### config.mk
export PLATFORM = sky130hd
export DESIGN_NAME = sync_fifo_rf
export DESIGN_NICKNAME = d
export VERILOG_FILES = /design/src/rtl/fifo_rf_pkg.sv /design/src/rtl/fifo_rf_ptr.sv /design/src/rtl/fifo_rf_mem.sv /design/src/rtl/fifo_rf_flags.sv /design/src/rtl/fifo_rf_level.sv /design/src/rtl/sync_fifo_rf.sv
export SDC_FILE = /design/constraint.sdc
export NUM_CORES = 1
export LEC_CHECK = 0
export ABC_AREA = 0
export BUFFER_PORTS_ARGS = -buffer_cell sky130_fd_sc_hd__buf_2
export CORE_ASPECT_RATIO = 0.75
export CORE_MARGIN = 4
export CORE_UTILIZATION = 40
export CTS_CLUSTER_SIZE = 16
export DETAILED_ROUTE_END_ITERATION = 10
export PLACE_DENSITY = 0.69
export SETUP_SLACK_MARGIN = 0.05
export SYNTH_ARGS = -nofsm -noshare
export SYNTH_HDL_FRONTEND = slang
export SYNTH_HIERARCHICAL = 1
export SYNTH_SLANG_ARGS = --single-unit
### constraint.sdc
create_clock -name clk -period 2.68 [get_ports clk]
set_clock_uncertainty 0.2 [all_clocks]
set_input_delay 0.67 -clock clk [delete_from_list [all_inputs] [get_ports clk]]
set_output_delay 0.67 -clock clk [all_outputs]
set_load 0.03 [all_outputs]
### src/rtl/fifo_rf_pkg.sv
package fifo_rf_pkg;

    // Flag registers double as the fill state: {full, empty}
    typedef enum logic [1:0] {
        S_PART  = 2'b00,
        S_EMPTY = 2'b01,
        S_FULL  = 2'b10
    } fill_state_e;

    // Operation actually performed this cycle (after refusal gating)
    typedef enum logic [1:0] {
        OP_IDLE = 2'b00,
        OP_POP  = 2'b01,
        OP_PUSH = 2'b10,
        OP_BOTH = 2'b11
    } fifo_op_e;

    function automatic fifo_op_e op_of(input logic push, input logic pop);
        return fifo_op_e'({push, pop});
    endfunction

endpackage

### src/rtl/fifo_rf_ptr.sv
module fifo_rf_ptr #(
    parameter int AW = 3
) (
    input  logic          clk,
    input  logic          rst_n,
    input  logic          step,
    output logic [AW-1:0] ptr,
    output logic [AW-1:0] ptr_next
);
    // Binary counter whose count enable is the accepted request
    always_comb begin
        ptr_next = step ? ptr + AW'(1) : ptr;
    end

    always_ff @(posedge clk or negedge rst_n) begin
        if (!rst_n) begin
            ptr <= '0;
        end else begin
            ptr <= ptr_next;
        end
    end
endmodule

### src/rtl/fifo_rf_mem.sv
module fifo_rf_mem #(
    parameter int WIDTH = 8,
    parameter int DEPTH = 8,
    parameter int AW    = $clog2(DEPTH)
) (
    input  logic             clk,
    input  logic             we,
    input  logic [AW-1:0]    waddr,
    input  logic [WIDTH-1:0] wdata,
    input  logic [AW-1:0]    raddr,
    output logic [WIDTH-1:0] rdata
);
    logic [WIDTH-1:0] cells [DEPTH];

    // Synchronous write port
    always_ff @(posedge clk) begin
        if (we) begin
            cells[waddr] <= wdata;
        end
    end

    // Asynchronous read port
    assign rdata = cells[raddr];
endmodule

### src/rtl/fifo_rf_flags.sv
module fifo_rf_flags
    import fifo_rf_pkg::*;
(
    input  logic clk,
    input  logic rst_n,
    input  logic push,
    input  logic pop,
    input  logic ptr_eq,
    output logic full,
    output logic empty
);
    fill_state_e state, state_nxt;
    fifo_op_e    op;

    assign op = op_of(push, pop);

    // State register
    always_ff @(posedge clk or negedge rst_n) begin
        if (!rst_n) begin
            state <= S_EMPTY;
        end else begin
            state <= state_nxt;
        end
    end

    // Transitions: FILL_LAST, DRAIN_LAST, LEAVE_EMPTY, LEAVE_FULL, HOLD
    always_comb begin
        state_nxt = state;
        unique case (state)
            S_EMPTY: begin
                if (op == OP_PUSH) begin
                    state_nxt = ptr_eq ? S_FULL : S_PART;
                end
            end
            S_PART: begin
                unique case (op)
                    OP_PUSH: state_nxt = ptr_eq ? S_FULL  : S_PART;
                    OP_POP:  state_nxt = ptr_eq ? S_EMPTY : S_PART;
                    OP_IDLE,
                    OP_BOTH: state_nxt = S_PART;
                    default: state_nxt = S_PART;
                endcase
            end
            S_FULL: begin
                if (op == OP_POP) begin
                    state_nxt = ptr_eq ? S_EMPTY : S_PART;
                end
            end
            default: state_nxt = S_EMPTY;
        endcase
    end

    // Output decode
    always_comb begin
        full  = (state == S_FULL);
        empty = (state == S_EMPTY);
    end
endmodule

### src/rtl/fifo_rf_level.sv
module fifo_rf_level #(
    parameter int DEPTH = 8,
    parameter int CW    = $clog2(DEPTH) + 1
) (
    input  logic clk,
    input  logic rst_n,
    input  logic push,
    input  logic pop,
    output logic half
);
    localparam logic [CW-1:0] HALF_MARK = CW'(DEPTH / 2);

    logic [CW-1:0] level;

    always_ff @(posedge clk or negedge rst_n) begin
        if (!rst_n) begin
            level <= '0;
        end else if (push && !pop) begin
            level <= level + CW'(1);
        end else if (pop && !push) begin
            level <= level - CW'(1);
        end
    end

    assign half = (level >= HALF_MARK);
endmodule

### src/rtl/sync_fifo_rf.sv
module sync_fifo_rf #(
    parameter int WIDTH = 8,
    parameter int DEPTH = 8
) (
    input  logic             clk,
    input  logic             rst_n,
    input  logic             wr_en,
    input  logic [WIDTH-1:0] wr_data,
    input  logic             rd_en,
    output logic [WIDTH-1:0] rd_data,
    output logic             full,
    output logic             empty,
    output logic             half_full
);
    localparam int AW = $clog2(DEPTH);

    logic          push, pop, ptr_eq;
    logic [AW-1:0] wptr, wptr_nxt, rptr, rptr_nxt;

    // Refusal gating: no write while full, no read while empty
    assign push = wr_en && !full;
    assign pop  = rd_en && !empty;

    fifo_rf_ptr #(.AW(AW)) u_wptr (
        .clk(clk), .rst_n(rst_n), .step(push),
        .ptr(wptr), .ptr_next(wptr_nxt)
    );

    fifo_rf_ptr #(.AW(AW)) u_rptr (
        .clk(clk), .rst_n(rst_n), .step(pop),
        .ptr(rptr), .ptr_next(rptr_nxt)
    );

    // Single comparator on the post-operation pointers
    assign ptr_eq = (wptr_nxt == rptr_nxt);

    fifo_rf_mem #(.WIDTH(WIDTH), .DEPTH(DEPTH), .AW(AW)) u_mem (
        .clk(clk), .we(push), .waddr(wptr), .wdata(wr_data),
        .raddr(rptr), .rdata(rd_data)
    );

    fifo_rf_flags u_flags (
        .clk(clk), .rst_n(rst_n), .push(push), .pop(pop),
        .ptr_eq(ptr_eq), .full(full), .empty(empty)
    );

    fifo_rf_level #(.DEPTH(DEPTH)) u_level (
        .clk(clk), .rst_n(rst_n), .push(push), .pop(pop),
        .half(half_full)
    );
endmodule

==> out/metrics.csv, run 1 <==
stage,metric,value,unit
floorplanning,die area,9650,µm²
route,drt first pass iters,4,
critical_path,CP Capture Type,primary output,
min_path,worst hold path class,flip-flop to flip-flop,
critical_path,"reg-to-reg slack, setup",0.29,ns
cts,TritonCTS clock tree,built,
global_routing,grt ovf,0,
place,DP HPWL,3580,µm
synth,"Avg Cell Area, Syn",19.0,µm²
critical_path,R2R Path End,u_level/level[3],
place,post-placement cell area,3580,µm²
place,Placed Cells,307,
layout,design area,3880,µm²
power,Cell Pwr Density,1140,nW/µm²
floorplanning,initial core utilization,0.412,
floorplanning,# IOs,23,
cts,Worst-path clk slew,0.07,ns
sta,Min Hold Slack,0.327,ns
synth,Synth cell types,37,
synth,post-synthesis register bit count,76,
sta,Max Clk Rate,0.357,GHz
global_routing,first-pass GRT wire length,8650,µm
synth,Synth Cell Area,3250,µm²
layout,Non-Filler Instances,327,
synth,ys flop type,edfxtp_1,
synth,area fraction in compound gates after synthesis,0.0219,
cts,CTS H-tree depth,3,
synth,Synth Area in Simple Gates,0.0531,
min_path,hold path start,u_level/level[2],
power,Lkg Pwr,1.43,nW
sta,Final Slew Violations,0,
synth,number of flops mapped to enable cells by yosys,64,
flow_run,Max-Cap Viols,0,
critical_path,CP bufs+invs,2,
critical_path,CP max FO,9,
critical_path,slowest CP cell,mux4_1,
sta,worst setup margin,-0.121,ns
critical_path,critical path arrival,1.93,ns
route,Iteration-0 DRC Markers,107,
cts,CTS Buf Count,9,
sta,Final setup viols,8,
layout,ANT cells,0,
min_path,Hold Crit Depth,2,
critical_path,Setup CP Type,flip-flop to primary output,
synth,sequential share of the synthesized area,0.684,
synth,Post-Synth Adder-Cell Area,0.0254,
global_routing,vias in the first global route,1650,
critical_path,origin of the critical flop-to-flop path,u_flags/state[0],
critical_path,Worst Path Required,1.81,ns
floorplanning,Core Box Area,7880,µm²
global_routing,largest net degree at the start of global routing,18,
layout,Reg area,2220,µm²
critical_path,CP startpoint kind,flip-flop,
global_routing,GRT Util Overall,0.120,
cts,Root Buffer,clkbuf_8,
cts,CTS max path bufs,2,
route,Remaining DRCs,0,
route,drt wl/cell,17.0,µm
synth,mux cell area share after synthesis,0.172,
critical_path,"delay-heaviest family, CP",multiplexers,
layout,P&R area growth vs syn,19.3,%
global_routing,antenna violations before repair,0,
layout,Multi-input gate area,965,µm²
power,VDD IR-drop max,459,µV
layout,fill count,656,
run_status,outcome,"complete, but fails checks",
synth,xor-xnor portion of the synthesized cell area,0.0242,
sta,endpoints failing hold,0,
place,pre-CTS setup slack,0.129,ns
layout,layout cell share with drive strength beyond 1,0.374,
run_status,failing checks,negative setup slack,
critical_path,worst r2r path cells,9,
min_path,Worst Hold End,u_level/level[2],
synth,Mapped Cells,171,
sta,Worst Max-Slew Pin Slew,0.606,ns
synth,Synth Net Count,189,
critical_path,crit path cell chain,buf_12 > mux4_1 > mux2_2 > buf_2,
floorplanning,Die W,112,µm
layout,nets,235,
sta,unrepaired setup endpoints after global routing,true,
route,final wirelength,5550,µm
synth,Async SR Flop Fraction,0.158,
synth,Syn. warnings,6,
floorplanning,# rows,28,
sta,Tmin final,2.80,ns
floorplanning,DIE HEIGHT,86.1,µm
cts,clk sinks,76,
sta,Relative slew margins,0.596,
route,Via density,4.98,
critical_path,critical path's largest stage delay,0.56,ns
route,post-route ant nets,0,
place,RD Place Congestion,0.732,
synth,main combinational cell family by area after synthesis,multiplexers,
cts,worst-skew pair later-pin latency,0.33,ns
route,vias,1627,
sta,Final Cycle Share,1.05,
place,Buffers on Ports,22,
[cell usage in the layout (no fill, tap or decap), drive strengths merged]
cell type    Yosys  routed
edfxtp          64      64
buf              4      39
mux4            16      16
dfrtp           11      11
clkbuf           2      11
mux2            11      11
nor2             7       7
nand2            7       7
xor2             5       5
ha               5       5
inv              4       4
a21oi            4       4
nand2b           4       4
xnor2            4       4
nor3             4       4
bufinv           0       3
nor2b            3       3
clkinv           0       3
o21ai            3       3
o211ai           2       2
nand3            2       2
dlygate4sd3      0       1
and2b            1       1
dfstp            1       1
or2              1       1
nand3b           1       1
or3              1       1
mux2i            1       1
or4              1       1
a2111o           1       1
fa               1       1
[stage by stage]
stage | setup TNS, ns | total power, mW | util
finish | -0.743 | 4.41 | 0.492
global route | -1.32 | 4.67 | 0.492
CTS | -1.12 | 4.32 | 0.488
global placement | 0 | 3.24 | 0.455
floorplan | 0 | 2.87 | -
detailed placement | 0 | 3.27 | 0.455
[per-layer routing]
metal / global-route usage / routed length (µm)
met5: 0 / 0
met4: 0.0360 / 43
met3: 0.0416 / 170
met2: 0.186 / 2610
met1: 0.162 / 2720
[flip-flops by register name, indices dropped and copies added, names as in the netlist]
signal and cells:
u_flags/state 2, u_level/level 4, u_wptr/ptr 3, u_rptr/ptr 3, u_mem/cells 64
[area by class of cell]
| cell class | instances | area share |
|---|---|---|
| multi-input combinational | 85 | 0.249 |
| inverter | 4 | 0.00387 |
| clock inverter | 6 | 0.0265 |
| timing repair buffer | 41 | 0.0803 |
| clock buffer | 10 | 0.0329 |
| tap | 105 | 0.0339 |
| sequential | 76 | 0.574 |
[power breakdown]
part / internal, mW / total (mW) / leakage, nW / switching (mW)
sequential: 1.52 / 1.68 / 0.722 / 0.160
clock: 0.611 / 0.981 / 0.115 / 0.370
combinational: 0.884 / 1.75 / 0.597 / 0.864
total: 3.02 / 4.41 / 1.43 / 1.39
[cells in the mapped netlist, drive strengths merged, types with 3 or more instances]
library cell  count  area, µm²
mux2             11        131
edfxtp           64       1920
nor2              7       26.3
a21oi             4       20.0
dfrtp            11        275
xor2              5       43.8
nand2b            4       25.0
nor3              4       25.0
nand2             7       26.3
mux4             16        417
ha                5       62.6
inv               4       15.0
buf               4       40.0
xnor2             4       35.0
nor2b             3       21.3
o21ai             3       15.0
[how the worst max path moves through the flow]
stage / startpoint / to / slack, ns / cells past startpoint
4_1_cts: u_rptr/ptr[0] / rd_data[1] / -0.16 / 4
2_1_floorplan: u_flags/state[0] / u_level/level[3] / 0.07 / 9
6_report: u_rptr/ptr[0] / rd_data[3] / -0.12 / 4
5_1_grt: u_rptr/ptr[0] / rd_data[3] / -0.20 / 4
3_3_place_gp: rd_en / u_level/level[3] / 0.17 / 9
3_5_place_dp: rd_en / u_level/level[3] / 0.13 / 9
[cell families after synthesis]
group,count (synthesis)
adder cells (fa/ha/maj),6
flip-flops,76
multiplexers,28
buffers and inverters,10
AND/OR/NAND/NOR,32
XOR/XNOR,9
AO/OA/AOI/OAI,10
[repair_timing]
action | 4_1_cts | 5_1_grt
pin swaps | 0 | 0
endpoints found under the hold margin | 11 | 0
hold buffers | 1 | 0
gates cloned | 0 | 1
buffers inserted | 1 | 1
resized for setup | 7 | 13
setup endpoints to repair | 8 | 8
[worst min-delay path: stages, from the launching register on]
cell	delay [ns]
dfrtp_1	0.37
nand2_1	0.05
o21ai_0	0.06
(Power assumes the default switching activity.)
==> run 2: changes to the inputs <==
--- a/config.mk
+++ b/config.mk
@@ -9,10 +9,10 @@
 export BUFFER_PORTS_ARGS = -buffer_cell sky130_fd_sc_hd__buf_2
 export CORE_ASPECT_RATIO = 0.75
 export CORE_MARGIN = 4
-export CORE_UTILIZATION = 40
+export CORE_UTILIZATION = 53
 export CTS_CLUSTER_SIZE = 16
 export DETAILED_ROUTE_END_ITERATION = 10
-export PLACE_DENSITY = 0.69
+export PLACE_DENSITY = 0.84
 export SETUP_SLACK_MARGIN = 0.05
 export SYNTH_ARGS = -nofsm -noshare
 export SYNTH_HDL_FRONTEND = slang
==> out/metrics.csv, run 2 (synthesized netlist as in run 1, its figures left out) <==
stage,metric,value,unit,change
floorplanning,initial core utilization,0.552,,+0.140
sta,endpoints failing hold,0,,unchanged
route,Via density,5.38,,+8.0%
cts,CTS Buf Count,9,,unchanged
sta,Final Cycle Share,1.04,,-0.00852
sta,Min Hold Slack,0.335,ns,+0.00835 ns
critical_path,worst r2r path cells,9,,unchanged
critical_path,Worst Path Required,1.81,ns,about the same
critical_path,crit path capture,rd_data[0],,
global_routing,first-pass GRT wire length,8890,µm,+2.8%
floorplanning,DIE HEIGHT,75.8,µm,-12%
critical_path,Worst Setup SP,u_rptr/ptr[0],,
place,pre-CTS setup slack,0.198,ns,+0.0695 ns
layout,max reg flops,64,,unchanged
critical_path,slowest CP cell,mux4_2,,
sta,Final Slew Violations,0,,unchanged
place,post-placement cell area,3580,µm²,-0.17%
layout,"commonest cells after routing, fill and taps aside","edfxtp_1, mux4_2, buf_4",,
layout,post-layout util,0.647,,+0.155
place,DP HPWL,3770,µm,+5.4%
place,RD Place Congestion,0.748,,+2.2%
critical_path,critical path arrival,1.91,ns,-0.02 ns
power,Cell Pwr Density,1140,nW/µm²,about the same
floorplanning,# rows,24,,-14%
floorplanning,Die W,98.4,µm,-12%
floorplanning,die area,7460,µm²,-23%
layout,nets,236,,+0.43%
critical_path,Setup CP Type,flip-flop to primary output,,
sta,unrepaired setup endpoints after global routing,true,,
cts,clk sinks,76,,unchanged
critical_path,CP max FO,6,,-3
route,Remaining DRCs,0,,unchanged
sta,Max Clk Rate,0.360,GHz,+0.82%
power,VDD IR-drop max,453,µV,-1.2%
route,Iteration-0 DRC Markers,142,,+33%
run_status,failing checks,negative setup slack,,
min_path,worst hold path class,flip-flop to flip-flop,,
global_routing,vias in the first global route,1676,,+1.6%
place,Buffers on Ports,22,,unchanged
global_routing,largest net degree at the start of global routing,14,,-4
layout,design area,3810,µm²,-1.7%
global_routing,antenna violations before repair,0,,unchanged
global_routing,GRT Util Overall,0.164,,+0.0442
layout,top flop regs,"u_mem/cells: 64 flops, u_level/level: 4 flops",,
global_routing,grt ovf,0,,unchanged
route,drt wl/cell,18.8,µm,+11%
floorplanning,# IOs,23,,unchanged
layout,"commonest non-fill, non-tap cell in the layout",edfxtp_1,,
layout,layout cell share with drive strength beyond 1,0.422,,+0.0477
critical_path,CP Capture Type,primary output,,
sta,Relative slew margins,0.573,,-0.0227
cts,Root Buffer,clkbuf_8,,
critical_path,"reg-to-reg slack, setup",0.33,ns,+0.04 ns
floorplanning,Core Box Area,5890,µm²,-25%
sta,Worst Max-Slew Pin Slew,0.640,ns,+0.0340 ns
layout,P&R area growth vs syn,17.2,%,
route,vias,1618,,-0.55%
route,post-route ant nets,0,,unchanged
flow_run,Max-Cap Viols,0,,unchanged
cts,CTS max path bufs,2,,unchanged
critical_path,origin of the critical flop-to-flop path,u_flags/state[0],,
power,Lkg Pwr,1.40,nW,-2.1%
sta,Final setup viols,8,,unchanged
layout,largest reg by FF count,u_mem/cells,,
critical_path,R2R Path End,u_level/level[3],,
sta,worst setup margin,-0.0979,ns,+0.0228 ns
sta,Tmin final,2.78,ns,-0.0228 ns
cts,CTS H-tree depth,3,,unchanged
cts,Worst-path clk slew,0.07,ns,about the same
critical_path,crit path cell chain,clkbuf_16 > mux4_2 > mux2_4 > buf_6,,
route,final wirelength,5660,µm,+2.0%
cts,worst-skew pair later-pin latency,0.33,ns,about the same
critical_path,critical path's largest stage delay,0.52,ns,-0.04 ns
critical_path,CP startpoint kind,flip-flop,,
route,drt first pass iters,4,,unchanged
cts,TritonCTS clock tree,built,,
min_path,Hold Crit Depth,1,,-1
run_status,outcome,"complete, but fails checks",,
layout,ANT cells,0,,unchanged
[run 2: cell count changes in the layout (fill, tap and decap cells not counted), moves of 3 or more]
cell | before | now
buf_4 | 19 | 15
buf_6 | 3 | 9
mux2_4 | 5 | 8
mux2_2 | 6 | 3
mux4_2 | 8 | 16
mux4_1 | 8 | 0
bufinv_16 | 3 | 0
[run 2: routing by layer]
| metal | vias up | wire length [µm] | GRT usage |
|---|---|---|---|
| li1 | 761 | - | - |
| met1 | 816 | 2580 | 0.220 |
| met2 | 36 | 2810 | 0.267 |
| met3 | 5 | 236 | 0.0448 |
| met4 | 0 | 34 | 0.0576 |
| met5 | - | 0 | 0 |
[run 2: timing repair]
action	CTS	global route
resized for setup	40	1
setup endpoints to repair	8	8
cloned	1	0
hold endpoints to repair	11	0
buffers inserted	1	0
hold buffers	1	0
[run 2: worst max-delay path, delay by kind of cell, from the launching register on]
| family | cells | cell delay, ns |
|---|---|---|
| muxes | 2 | 0.81 |
| DFF | 1 | 0.45 |
| buffers and inverters | 2 | 0.33 |
[run 2: cell type report]
| type | instances | area [µm²] |
|---|---|---|
| Clock inverter | 6 | 40.0 |
| Inverter | 4 | 15.0 |
| Fill cell | 435 | 2080 |
| Multi-Input combinational cell | 85 | 946 |
| Clock buffer | 10 | 128 |
| Tap cell | 78 | 97.6 |
| Timing Repair Buffer | 42 | 359 |
| Sequential cell | 76 | 2220 |
[run 2: worst min path at each step]
stage / startpoint / endpoint / slack [ns]
6_report: u_wptr/ptr[2] / u_wptr/ptr[2] / 0.34
4_1_cts: u_wptr/ptr[2] / u_wptr/ptr[2] / 0.34
3_3_place_gp: u_level/level[2] / u_level/level[2] / 0.31
3_5_place_dp: u_wptr/ptr[2] / u_wptr/ptr[2] / 0.33
5_1_grt: u_level/level[2] / u_level/level[2] / 0.37
2_1_floorplan: rst_n / u_flags/state[1] / 0.17
[run 2: per-stage QoR]
stage	power [mW]	cells	TNS, ns
CTS	4.39	301	-0.814
detailed placement	3.32	282	0
finish	4.34	301	-0.473
global route	4.57	301	-0.900
floorplan	2.87	171	0
global placement	3.26	282	0
[run 2: where the power goes]
part | internal, mW | switching [mW]
combinational | 1.01 | 0.892
clock | 0.335 | 0.385
sequential | 1.52 | 0.196
total | 2.86 | 1.47
